`src/rtl/uart_hr_pkg.sv`:
```
package uart_hr_pkg;
  localparam logic [2:0] A_DATA = 3'd0;
  localparam logic [2:0] A_IEN  = 3'd1;
  localparam logic [2:0] A_IDF  = 3'd2;
  localparam logic [2:0] A_LCTL = 3'd3;
  localparam logic [2:0] A_MCTL = 3'd4;
  localparam logic [2:0] A_LSTA = 3'd5;
  localparam logic [2:0] A_MSTA = 3'd6;
  localparam logic [2:0] A_SCR  = 3'd7;

  // identification codes in bits 3:1, ranked highest first
  localparam logic [2:0] ID_LINE = 3'b011;
  localparam logic [2:0] ID_RXD  = 3'b010;
  localparam logic [2:0] ID_THRE = 3'b001;
  localparam logic [2:0] ID_MDM  = 3'b000;

  typedef struct packed {
    logic rd_rbr, wr_thr;
    logic rd_ier, wr_ier;
    logic rd_iir, wr_fcr;
    logic rd_lcr, wr_lcr;
    logic rd_mcr, wr_mcr;
    logic rd_lsr, rd_msr;
    logic rd_scr, wr_scr;
    logic rd_dll, wr_dll;
    logic rd_dlm, wr_dlm;
  } acc_t;
endpackage

```
`src/rtl/uart_hr_decode.sv`:
```
module uart_hr_decode
  import uart_hr_pkg::*;
(
  input  logic [2:0] addr,
  input  logic       rd_en,
  input  logic       wr_en,
  input  logic       bank,
  output acc_t       acc
);
  always_comb begin
    acc = '0;
    case (addr)
      A_DATA: begin
        if (bank) begin
          acc.rd_dll = rd_en;
          acc.wr_dll = wr_en;
        end else begin
          acc.rd_rbr = rd_en;
          acc.wr_thr = wr_en;
        end
      end
      A_IEN: begin
        if (bank) begin
          acc.rd_dlm = rd_en;
          acc.wr_dlm = wr_en;
        end else begin
          acc.rd_ier = rd_en;
          acc.wr_ier = wr_en;
        end
      end
      A_IDF: begin
        acc.rd_iir = rd_en;
        acc.wr_fcr = wr_en;
      end
      A_LCTL: begin
        acc.rd_lcr = rd_en;
        acc.wr_lcr = wr_en;
      end
      A_MCTL: begin
        acc.rd_mcr = rd_en;
        acc.wr_mcr = wr_en;
      end
      A_LSTA:  acc.rd_lsr = rd_en;
      A_MSTA:  acc.rd_msr = rd_en;
      default: begin
        acc.rd_scr = rd_en;
        acc.wr_scr = wr_en;
      end
    endcase
  end
endmodule

```
`src/rtl/uart_hr_line.sv`:
```
module uart_hr_line #(
  parameter int DW = 8
) (
  input  logic          clk,
  input  logic          rst,
  input  logic          rx_valid,
  input  logic [DW-1:0] rx_byte,
  input  logic [2:0]    rx_err,
  input  logic          rd_rbr,
  input  logic          rd_lsr,
  input  logic          wr_thr,
  input  logic [DW-1:0] wr_data,
  input  logic          tx_take,
  input  logic          tx_busy,
  output logic [DW-1:0] rbr,
  output logic [7:0]    lsr,
  output logic [DW-1:0] tx_byte,
  output logic          tx_load,
  output logic          thr_empty,
  output logic          thre_set
);
  logic [DW-1:0] rbr_q, thr_q;
  logic          dr_q, oe_q, empty_q, load_q;
  logic [2:0]    err_q;
  logic          ovr;

  assign ovr      = rx_valid && dr_q && !rd_rbr;
  assign thre_set = tx_take && !empty_q && !wr_thr;

  always_ff @(posedge clk) begin
    if (rst) begin
      rbr_q   <= '0;
      thr_q   <= '0;
      dr_q    <= 1'b0;
      oe_q    <= 1'b0;
      err_q   <= '0;
      empty_q <= 1'b1;
      load_q  <= 1'b0;
    end else begin
      load_q <= wr_thr;
      if (wr_thr) begin
        thr_q   <= wr_data;
        empty_q <= 1'b0;
      end else if (tx_take) begin
        empty_q <= 1'b1;
      end
      if (rx_valid) begin
        rbr_q <= rx_byte;
        dr_q  <= 1'b1;
      end else if (rd_rbr) begin
        dr_q <= 1'b0;
      end
      // a new event in the same cycle as a status read is kept
      if (ovr)         oe_q <= 1'b1;
      else if (rd_lsr) oe_q <= 1'b0;
      if (rx_valid)    err_q <= rx_err | (rd_lsr ? 3'b000 : err_q);
      else if (rd_lsr) err_q <= 3'b000;
    end
  end

  assign rbr       = rbr_q;
  assign tx_byte   = thr_q;
  assign tx_load   = load_q;
  assign thr_empty = empty_q;
  assign lsr       = {1'b0, empty_q & ~tx_busy, empty_q, err_q, oe_q, dr_q};
endmodule

```
`src/rtl/uart_hr_modem.sv`:
```
module uart_hr_modem #(
  parameter int SYNC   = 2,
  parameter int NPINS  = 4,
  parameter int RI_IDX = 2
) (
  input  logic             clk,
  input  logic             rst,
  input  logic [NPINS-1:0] pins_n,
  input  logic             rd_msr,
  output logic [NPINS-1:0] status,
  output logic [NPINS-1:0] delta
);
  localparam int DEPTH = SYNC + 1;

  for (genvar i = 0; i < NPINS; i++) begin : g_pin
    logic [DEPTH-1:0] chain;
    logic             hit;
    logic             dq;

    always_ff @(posedge clk) begin
      if (rst) chain <= {DEPTH{pins_n[i]}};
      else     chain <= {chain[DEPTH-2:0], pins_n[i]};
    end

    if (i == RI_IDX) begin : g_trail
      // ring reported when the pin returns to its inactive level
      assign hit = !chain[DEPTH-1] && chain[DEPTH-2];
    end else begin : g_change
      assign hit = chain[DEPTH-1] ^ chain[DEPTH-2];
    end

    always_ff @(posedge clk) begin
      if (rst)         dq <= 1'b0;
      else if (hit)    dq <= 1'b1;
      else if (rd_msr) dq <= 1'b0;
    end

    assign status[i] = ~chain[DEPTH-1];
    assign delta[i]  = dq;
  end
endmodule

```
`src/rtl/uart_hr_irq.sv`:
```
module uart_hr_irq
  import uart_hr_pkg::*;
(
  input  logic       clk,
  input  logic       rst,
  input  logic [3:0] ien,
  input  logic       data_rdy,
  input  logic       line_err,
  input  logic       mdm_delta,
  input  logic       thre_set,
  input  logic       thre_arm,
  input  logic       wr_thr,
  input  logic       rd_iir,
  input  logic       fifo_en,
  output logic [7:0] iir,
  output logic       irq
);
  logic       thre_q, irq_q;
  logic       src_line, src_rxd, src_thre, src_mdm, none;
  logic [2:0] id;

  assign src_line = line_err  & ien[2];
  assign src_rxd  = data_rdy  & ien[0];
  assign src_thre = thre_q    & ien[1];
  assign src_mdm  = mdm_delta & ien[3];
  assign none     = !(src_line || src_rxd || src_thre || src_mdm);

  always_comb begin
    if (src_line)      id = ID_LINE;
    else if (src_rxd)  id = ID_RXD;
    else if (src_thre) id = ID_THRE;
    else               id = ID_MDM;
  end

  always_ff @(posedge clk) begin
    if (rst) begin
      thre_q <= 1'b0;
      irq_q  <= 1'b0;
    end else begin
      irq_q <= !none;
      if (wr_thr)                                      thre_q <= 1'b0;
      else if (thre_set || thre_arm)                   thre_q <= 1'b1;
      else if (rd_iir && src_thre && !src_line && !src_rxd) thre_q <= 1'b0;
    end
  end

  assign iir = {fifo_en, fifo_en, 2'b00, id, none};
  assign irq = irq_q;
endmodule

```
`src/rtl/uart_host_regs.sv`:
```
module uart_host_regs
  import uart_hr_pkg::*;
#(
  parameter int DW   = 8,
  parameter int SYNC = 2
) (
  input  logic          clk,
  input  logic          rst,
  input  logic [2:0]    addr,
  input  logic          rd_en,
  input  logic          wr_en,
  input  logic [DW-1:0] wr_data,
  output logic [DW-1:0] rd_data,
  output logic          irq,
  input  logic          rx_valid,
  input  logic [DW-1:0] rx_byte,
  input  logic [2:0]    rx_err,
  output logic [DW-1:0] tx_byte,
  output logic          tx_load,
  input  logic          tx_take,
  input  logic          tx_busy,
  input  logic          ser_out,
  output logic          txd,
  output logic [1:0]    word_len,
  output logic [2*DW-1:0] divisor,
  output logic          rx_fifo_clr,
  output logic          tx_fifo_clr,
  input  logic          cts_n,
  input  logic          dsr_n,
  input  logic          ri_n,
  input  logic          dcd_n,
  output logic          rts_n,
  output logic          dtr_n,
  output logic          out1_n,
  output logic          out2_n
);
  localparam int NPINS = 4;

  acc_t          acc;
  logic [DW-1:0] lcr_q, scr_q, dll_q, dlm_q, rd_q, rd_mux;
  logic [3:0]    ier_q, mcr_q;
  logic          fifo_en_q, rxc_q, txc_q, txd_q;
  logic          bank, fcr_clr, thre_arm;
  logic [DW-1:0] rbr;
  logic [7:0]    lsr, iir;
  logic          thr_empty, thre_set;
  logic [NPINS-1:0] mstat, mdelta;

  assign bank = lcr_q[7];

  uart_hr_decode i_dec (
    .addr  (addr),
    .rd_en (rd_en),
    .wr_en (wr_en),
    .bank  (bank),
    .acc   (acc)
  );

  uart_hr_line #(.DW(DW)) i_line (
    .clk       (clk),
    .rst       (rst),
    .rx_valid  (rx_valid),
    .rx_byte   (rx_byte),
    .rx_err    (rx_err),
    .rd_rbr    (acc.rd_rbr),
    .rd_lsr    (acc.rd_lsr),
    .wr_thr    (acc.wr_thr),
    .wr_data   (wr_data),
    .tx_take   (tx_take),
    .tx_busy   (tx_busy),
    .rbr       (rbr),
    .lsr       (lsr),
    .tx_byte   (tx_byte),
    .tx_load   (tx_load),
    .thr_empty (thr_empty),
    .thre_set  (thre_set)
  );

  uart_hr_modem #(.SYNC(SYNC), .NPINS(NPINS), .RI_IDX(2)) i_mdm (
    .clk    (clk),
    .rst    (rst),
    .pins_n ({dcd_n, ri_n, dsr_n, cts_n}),
    .rd_msr (acc.rd_msr),
    .status (mstat),
    .delta  (mdelta)
  );

  // enabling the empty interrupt while the holding register is empty arms it
  assign thre_arm = acc.wr_ier && wr_data[1] && !ier_q[1] && thr_empty;

  uart_hr_irq i_irq (
    .clk       (clk),
    .rst       (rst),
    .ien       (ier_q),
    .data_rdy  (lsr[0]),
    .line_err  (|lsr[4:1]),
    .mdm_delta (|mdelta),
    .thre_set  (thre_set),
    .thre_arm  (thre_arm),
    .wr_thr    (acc.wr_thr),
    .rd_iir    (acc.rd_iir),
    .fifo_en   (fifo_en_q),
    .iir       (iir),
    .irq       (irq)
  );

  assign fcr_clr = acc.wr_fcr && (!wr_data[0] || (wr_data[1:0] == 2'b11));

  always_ff @(posedge clk) begin
    if (rst) begin
      lcr_q     <= '0;
      scr_q     <= '0;
      dll_q     <= '0;
      dlm_q     <= '0;
      ier_q     <= '0;
      mcr_q     <= '0;
      fifo_en_q <= 1'b0;
    end else begin
      if (acc.wr_lcr) lcr_q     <= wr_data;
      if (acc.wr_scr) scr_q     <= wr_data;
      if (acc.wr_dll) dll_q     <= wr_data;
      if (acc.wr_dlm) dlm_q     <= wr_data;
      if (acc.wr_ier) ier_q     <= wr_data[3:0];
      if (acc.wr_mcr) mcr_q     <= wr_data[3:0];
      if (acc.wr_fcr) fifo_en_q <= wr_data[0];
    end
  end

  // clear pulses are held high through reset
  always_ff @(posedge clk) begin
    rxc_q <= rst || fcr_clr;
    txc_q <= rst || fcr_clr;
    txd_q <= rst || (!lcr_q[6] && ser_out);
  end

  always_comb begin
    case (addr)
      A_DATA:  rd_mux = bank ? dll_q : rbr;
      A_IEN:   rd_mux = bank ? dlm_q : {{(DW-4){1'b0}}, ier_q};
      A_IDF:   rd_mux = iir;
      A_LCTL:  rd_mux = lcr_q;
      A_MCTL:  rd_mux = {{(DW-4){1'b0}}, mcr_q};
      A_LSTA:  rd_mux = lsr;
      A_MSTA:  rd_mux = {mstat, mdelta};
      default: rd_mux = scr_q;
    endcase
  end

  always_ff @(posedge clk) begin
    if (rst)        rd_q <= '0;
    else if (rd_en) rd_q <= rd_mux;
  end

  assign rd_data     = rd_q;
  assign rx_fifo_clr = rxc_q;
  assign tx_fifo_clr = txc_q;
  assign txd         = txd_q;
  assign word_len    = lcr_q[1:0];
  assign divisor     = {dlm_q, dll_q};
  assign dtr_n       = ~mcr_q[0];
  assign rts_n       = ~mcr_q[1];
  assign out1_n      = ~mcr_q[2];
  assign out2_n      = ~mcr_q[3];
endmodule

```
`config.mk`:
```
export PLATFORM = sky130hd
export DESIGN_NAME = uart_host_regs
export DESIGN_NICKNAME = d
export VERILOG_FILES = /design/src/rtl/uart_hr_pkg.sv /design/src/rtl/uart_hr_decode.sv /design/src/rtl/uart_hr_line.sv /design/src/rtl/uart_hr_modem.sv /design/src/rtl/uart_hr_irq.sv /design/src/rtl/uart_host_regs.sv
export SDC_FILE = /design/constraint.sdc
export NUM_CORES = 1
export LEC_CHECK = 0
export BUFFER_PORTS_ARGS = -buffer_cell sky130_fd_sc_hd__buf_2
export CAP_MARGIN = 10
export CORE_MARGIN = 3
export CORE_UTILIZATION = 41
export CTS_CLUSTER_DIAMETER = 40
export DETAILED_ROUTE_END_ITERATION = 7
export PLACE_DENSITY = 0.64
export SLEW_MARGIN = 10
export SYNTH_ARGS = -nofsm -noshare
export SYNTH_HDL_FRONTEND = slang
export SYNTH_SLANG_ARGS = --single-unit
export TNS_END_PERCENT = 5
```
`constraint.sdc`:
```
create_clock -name clk -period 1.8 [get_ports clk]
set_clock_uncertainty 0.1 [all_clocks]
set_input_delay 0.18 -clock clk [delete_from_list [all_inputs] [get_ports clk]]
set_output_delay 0.18 -clock clk [all_outputs]
set_load 0.005 [all_outputs]
```
[Word level (Yosys, flattened, before mapping)]
Index checks and enable logic that the tools add are counted.
Widths: inputs -> output; s select.
Cells by class
  add/sub/neg operators: 0
  magnitude comparators: 0
  shift-type cells: 0
  div/mod/pow operators: 0
  multiply operators: 0
  multiplexer cells: 37
  reduce and logical (&&, ||, !) cells: 43
  bitwise operators: 18
  eq/ne operators: 7
Operator list (count)
  $pmux 8 s7: 1
  $mux 3: 8
  $mux 1: 23
  $mux 8: 2
  $reduce_bool 2->1: 8
  $logic_and 1x1->1: 13
  $logic_not 1->1: 10
  $eq 3x3->1 const B: 3
  $not 1->1: 9
  $reduce_or 4->1: 2
  $logic_or 1x1->1: 7
  $reduce_or 7->1: 1
  $eq 3x2->1 const B: 2
  $mux 2: 3
  $and 1x1->1: 5
  $eq 3x1->1 const B: 1
  $logic_not 3->1: 1
  $or 3x3->3: 1
  $xor 1x1->1: 3
  $eq 2x2->1 const B: 1
  $reduce_or 2->1: 1
Word-level totals
  output and inout port bits: 43
  RAM bits: 0
  input bits: 34
  logic and storage cells: 132
  flip-flop bits (word level): 92
  bits in latches: 0
  memory bits (read-only): 0
  memories: 0

[Depth between registers and ports, before layout]
  depth after elaboration: 7
  gate-level depth with buffers: 8

[Cells and area by module]
A second synthesis with hierarchy kept.
Second synthesis, totals
  cell total of the unflattened synthesis: 467
  area, all modules: 4259.1 µm²
By module, submodules not included
  uart_host_regs: cells each 275, instances 1, area an instance 2527.4 µm²
  uart_hr_line: cells each 83, instances 1, area an instance 854.6 µm²
  uart_hr_modem: cells each 57, instances 1, area an instance 546.8 µm²
  uart_hr_irq: cells each 19, instances 1, area an instance 167.7 µm²
  uart_hr_decode: cells each 33, instances 1, area an instance 162.7 µm²

[Worst setup path before layout]
OpenSTA, ideal clock, no wires.
  path kind: input to register
  start: input port addr[1]
  end: register i_irq.thre_q
  path slack: 0.115 ns
  stages on the path: 7
  data required time: 1.627 ns
  path buffers: 2
  arrival: 1.512 ns
  cell sequence: buf_6 > or3b_1 > or3_1 > buf_6 > o32ai_2 > a21oi_1 > nor3_2
On the way
  cells in the longest elaborated chain, start to end: 7
  elaborated cells on any way between the ends: 18
  those cells by class: 2 x eq/ne; 4 x mux; 12 x reduce/logical
RTL lines
  from (decl): RTL line uart_host_regs.sv:9  | input logic [2:0] addr,
  $eq 3x1->1: RTL line uart_hr_decode.sv:12  | case (addr)
  $mux 1: RTL line uart_hr_decode.sv:12
  $logic_and 1x1->1 (3 in series): RTL line uart_host_regs.sv:89  | assign thre_arm = acc.wr_ier && wr_data[1] && !ier_q[1] && thr_empty;
  $logic_or 1x1->1: RTL line uart_hr_irq.sv:42  | else if (thre_set || thre_arm) thre_q <= 1'b1;
  $mux 1 / $reduce_bool 2->1 (equally long branches)
  to (signal assigned): RTL line uart_hr_irq.sv:41  | if (wr_thr) thre_q <= 1'b0;
  to (signal assigned): RTL line uart_hr_irq.sv:42
  to (signal assigned): RTL line uart_hr_irq.sv:43  | else if (rd_iir && src_thre && !src_line && !src_rxd) thre_q <= 1'b0;
  to (decl): RTL line uart_hr_irq.sv:18  | logic thre_q, irq_q;
Several ways; a longest one is shown, not always the timed one.
A chain may end at the register's enable or synchronous reset.

[Worst setup path in the final report]
  start: register i_line.oe_q
  end: register rd_q[0], in the netlist rd_data[0]
On the way
  cells in the longest elaborated chain, start to end: 7
RTL lines
  from (decl): RTL line uart_hr_line.sv:23  | logic dr_q, oe_q, empty_q, load_q;
  from (signal assigned): RTL line uart_hr_line.sv:35  | oe_q <= 1'b0;
  from (signal assigned): RTL line uart_hr_line.sv:54  | if (ovr) oe_q <= 1'b1;
  from (signal assigned): RTL line uart_hr_line.sv:55  | else if (rd_lsr) oe_q <= 1'b0;
  $reduce_or 4->1: RTL line uart_host_regs.sv:96  | .line_err (|lsr[4:1]),
  $and 1x1->1: RTL line uart_hr_irq.sv:22  | assign src_line = line_err & ien[2];
  $logic_or 1x1->1 (3 in series): RTL line uart_hr_irq.sv:26  | assign none = !(src_line || src_rxd || src_thre || src_mdm);
  $logic_not 1->1: RTL line uart_hr_irq.sv:26
  $pmux 8 s7: RTL line uart_host_regs.sv:137  | case (addr)
  to (signal assigned): RTL line uart_host_regs.sv:151  | else if (rd_en) rd_q <= rd_mux;
  to (decl): RTL line uart_host_regs.sv:40  | logic [DW-1:0] lcr_q, scr_q, dll_q, dlm_q, rd_q, rd_mux;
Every way passes these cells.

==> flow_metrics.py <==
metrics = {
    "timing": {
        "finalSetupTns_ns": 0,
        "timing.slew.headroom": 0.673,
        "final_count_of_negative_setup_slack_endpoints": 0,
        "hold_viol_final": 0,
        "max_clock_freq_mhz": 614,
        "fin_crit_sh": 0.906,
        "rsz0062_at_grt": "false",
        "tightestPinTransition_ns": 0.484,
        "period_minus_slack_ns": 1.63,
        "final-max-slew-violation-count": 0,
    },
    "final_layout": {
        "n_fill_cell": 915,
        "diodes": 0,
        "final_nets": 594,
        "regArea_um2": 1840,
        "drive_above_1_share": 0.227,
        "stdcell_count": 694,
        "finalInstanceArea_um2": 4850,
        "multi_input_comb_area_um2": 1840,
        "most_frequent_standard_cell_in_the_layout_excluding_fill_and_tap_cells": "sky130_fd_sc_hd__dfxtp_1",
        "areaGrowthSynthToFinish_pct": 24.1,
        "commonest_cells_after_routing_fill_and_taps_aside": "91 x sky130_fd_sc_hd__dfxtp_1, 79 x sky130_fd_sc_hd__nand2_1, 76 x sky130_fd_sc_hd__buf_2",
    },
    "die": {
        "rows": 35,
        "die_footprint_um2": 10700,
        "chipHeight_um": 104,
        "initial_utilization": 0.423,
        "core_region_area_um2": 9240,
        "pin_count": 77,
        "die-width_um": 104,
    },
    "synth": {
        "yosysUniqueCellTypes": 55,
        "postSynthRegisterBits": 92,
        "yosys_warnings": 0,
        "postSynthAreaPerCell_um2": 8.36,
        "synth.cell_area_um2": 3910,
        "synth_enable_flop_cells": 0,
        "synthesis.nets": 502,
        "ys_dominant_reg_cell": "sky130_fd_sc_hd__dfxtp_1",
        "synth-seq-area-share": 0.471,
        "async_reset_ff_frac": 0,
        "syn-instance-count": 468,
    },
    "clock_network": {
        "root_buffer": "sky130_fd_sc_hd__clkbuf_8",
        "cts_buffers": 9,
        "tritoncts": "done",
        "ctsHtreeMaxLevel": 3,
        "skew_pair_late_insertion_delay_ns": 0.37,
        "clkTransAtPathRegs_ns": 0.10,
        "cts_setup_buffers": 0,
        "ctsLongestPathBuffers": 2,
        "clkSinkCount": 92,
    },
    "critical_path": {
        "worst-endpoint-arrival_ns": 1.83,
        "path_max_fanout": 3,
        "path_class": "flip-flop to flip-flop",
        "regToRegStartpoint": "i_line.oe_q$_SDFFE_PP0P_",
        "register_to_register_setup_slack_ns": 0.17,
        "endpoint_kind_of_the_worst_setup_timing_path": "flip-flop",
        "critPathRequiredTime_ns": 2.00,
        "rr_endpoint": "rd_data[0]$_SDFFE_PP0P_",
        "reg2reg_depth": 5,
        "crit_path_start_kind": "flip-flop",
    },
    "power": {
        "power_leakage_nw": 2.03,
        "seqPwrFrac": 0.557,
        "power_frac_comb": 0.118,
        "clockPowerShare": 0.325,
        "power_per_cell_area_nw_per_um2": 804,
        "worst_ir_drop_vdd_v": 0.000331,
        "power_switching_share": 0.278,
        "power.internal_w": 0.00282,
        "power_switching_w": 0.00108,
    },
    "detailed_routing": {
        "ant_nets": 0,
        "via_count": 3715,
        "dr.first_iter.drc_count": 177,
        "drt-wirelength-per-cell_um": 17.4,
        "vias_per_cell": 5.35,
        "post-route-drc-count": 0,
        "drt_first_pass_iters": 5,
        "wl_um": 12100,
    },
    "global_routing": {
        "gr-max-usage-layer": "met2",
        "grtUsageMet2": 0.351,
        "antenna_found_initial": 0,
        "grt_pass1_vias": 3520,
        "global_route.overflow_total": 0,
        "global_route.usage.met1": 0.317,
        "groute.usage.overall": 0.224,
        "gr-usage-met3": 0.0368,
        "grt_pass1_wl_um": 19100,
        "largest_net_degree_at_the_start_of_global_routing": 54,
    },
    "flow_run": {
        "cap_violations": 0,
    },
    "status": {
        "status": "complete, no violations",
    },
    "placement": {
        "placement.io_buffers": 76,
        "place_area_um2": 4500,
        "hpwlAfterDp_um": 8740,
        "placed_cells": 662,
        "gpl.final_weighted_congestion": 0.957,
    },
    "min_path": {
        "hold_depth": 3,
        "hold-path-endpoint": "i_line.tx_byte[6]$_SDFFE_PP0P_",
        "worstHoldStart": "wr_data[6]",
        "path_class_of_the_lowest_slack_min_delay_path": "primary input to flip-flop",
    },
}
repair_timing:
action	CTS	global route
resized for setup	0	3
hold endpoints to repair	24	0
hold buffers	16	0
endpoints found under the setup margin	0	4
per-layer routing:
layer | up-vias | wire length, µm | share of wire
li1 | 1792 | - | -
met1 | 1748 | 5520 | 0.46
met2 | 158 | 5430 | 0.45
met3 | 17 | 902 | 0.075
met4 | 0 | 221 | 0.018
met5 | - | 0 | 0
registers in the layout, indices dropped and copies added (netlist names), 8 cells and up:
name / cells
i_mdm.g_pin.chain: 12
i_line.rbr: 8
dlm_q: 8
lcr_q: 8
rd_data: 8
dll_q: 8
scr_q: 8
i_line.tx_byte: 8
power groups by stage:
stage / sequential, W / combinational (W) / clock [W]
2_1_floorplan: 0.00220 / 0.000255 / 0
3_3_place_gp: 0.00222 / 0.000420 / 0
3_5_place_dp: 0.00222 / 0.000424 / 0
4_1_cts: 0.00217 / 0.000454 / 0.00130
5_1_grt: 0.00218 / 0.000502 / 0.00137
6_report: 0.00217 / 0.000459 / 0.00127
critical path: stages (launching register included):
cell and delay (ns):
sky130_fd_sc_hd__dfxtp_1 0.35, sky130_fd_sc_hd__o41ai_2 0.40, sky130_fd_sc_hd__and2_1 0.23, sky130_fd_sc_hd__nand4_1 0.10, sky130_fd_sc_hd__a311o_1 0.33, sky130_fd_sc_hd__o21ai_1 0.07
cell type report:
| class | count | area share |
|---|---|---|
| flip-flops and latches | 92 | 0.380 |
| multi-input cells | 322 | 0.379 |
| repair buffers | 117 | 0.158 |
| well taps | 129 | 0.0332 |
| clock buffers | 9 | 0.0255 |
| inverters | 18 | 0.0139 |
| clock inverters | 7 | 0.0106 |
synth_stat cells, types with 2 or more instances:
cell | number | area (µm²)
sky130_fd_sc_hd__nor3_1 | 2 | 10.0
sky130_fd_sc_hd__nor2b_1 | 5 | 31.3
sky130_fd_sc_hd__nand2_1 | 79 | 297
sky130_fd_sc_hd__xor2_1 | 3 | 26.3
sky130_fd_sc_hd__and3_1 | 3 | 18.8
sky130_fd_sc_hd__a31oi_1 | 3 | 18.8
sky130_fd_sc_hd__dfxtp_1 | 92 | 1840
sky130_fd_sc_hd__nand4_1 | 4 | 25.0
sky130_fd_sc_hd__a22o_1 | 2 | 17.5
sky130_fd_sc_hd__buf_4 | 4 | 30.0
sky130_fd_sc_hd__o32ai_1 | 3 | 26.3
sky130_fd_sc_hd__inv_1 | 18 | 67.6
sky130_fd_sc_hd__or3_1 | 2 | 12.5
sky130_fd_sc_hd__nand2b_1 | 7 | 43.8
sky130_fd_sc_hd__o21ai_0 | 24 | 120
sky130_fd_sc_hd__buf_2 | 7 | 35.0
sky130_fd_sc_hd__a21oi_1 | 47 | 235
sky130_fd_sc_hd__buf_1 | 3 | 11.3
sky130_fd_sc_hd__a2bb2oi_1 | 2 | 17.5
sky130_fd_sc_hd__a221oi_1 | 3 | 26.3
sky130_fd_sc_hd__nand3_1 | 8 | 40.0
sky130_fd_sc_hd__buf_6 | 2 | 22.5
sky130_fd_sc_hd__mux2_2 | 3 | 33.8
sky130_fd_sc_hd__a211oi_1 | 3 | 22.5
sky130_fd_sc_hd__nor2_1 | 54 | 203
sky130_fd_sc_hd__clkbuf_1 | 20 | 75.1
sky130_fd_sc_hd__o211ai_1 | 2 | 15.0
sky130_fd_sc_hd__mux2i_1 | 30 | 300
sky130_fd_sc_hd__o21bai_1 | 2 | 15.0
sky130_fd_sc_hd__a22oi_1 | 4 | 30.0
sky130_fd_sc_hd__o31ai_1 | 2 | 15.0
sky130_fd_sc_hd__o41ai_1 | 2 | 17.5
worst max-delay path by stage:
stage | from | to | slack [ns] | depth (start not counted)
finish | i_line.oe_q$_SDFFE_PP0P_ | rd_data[0]$_SDFFE_PP0P_ | 0.17 | 5
global placement | addr[1] | rd_data[3]$_SDFFE_PP0P_ | 0.05 | 6
detailed placement | addr[0] | rd_data[6]$_SDFFE_PP0P_ | 0.06 | 7
floorplan | addr[1] | i_irq.thre_q$_SDFFE_PP0P_ | 0.11 | 7
CTS | lcr_q[7]$_SDFFE_PP0P_ | dll_q[1]$_SDFFE_PP0P_ | 0.09 | 5
global route | lcr_q[7]$_SDFFE_PP0P_ | dll_q[0]$_SDFFE_PP0P_ | 0.04 | 5
stage by stage:
stage | setup slack, ns | utilization | hold slack, ns | total power, W
floorplan | 0.115 | - | 0.108 | 0.00245
global placement | 0.0491 | 0.487 | 0.198 | 0.00264
detailed placement | 0.0574 | 0.487 | 0.199 | 0.00265
CTS | 0.0857 | 0.524 | 0.000407 | 0.00393
global route | 0.0442 | 0.525 | 0.0109 | 0.00406
finish | 0.170 | 0.525 | 0.00848 | 0.00390
logic make-up after synthesis:
family / Yosys count / synth area share
flops: 92 / 0.471
simple gates: 173 / 0.196
xor+xnor: 3 / 0.00672
buf+inv: 54 / 0.0617
mux: 33 / 0.0854
compound gates: 113 / 0.179
Note: power is estimated with default switching activity, not from simulation.
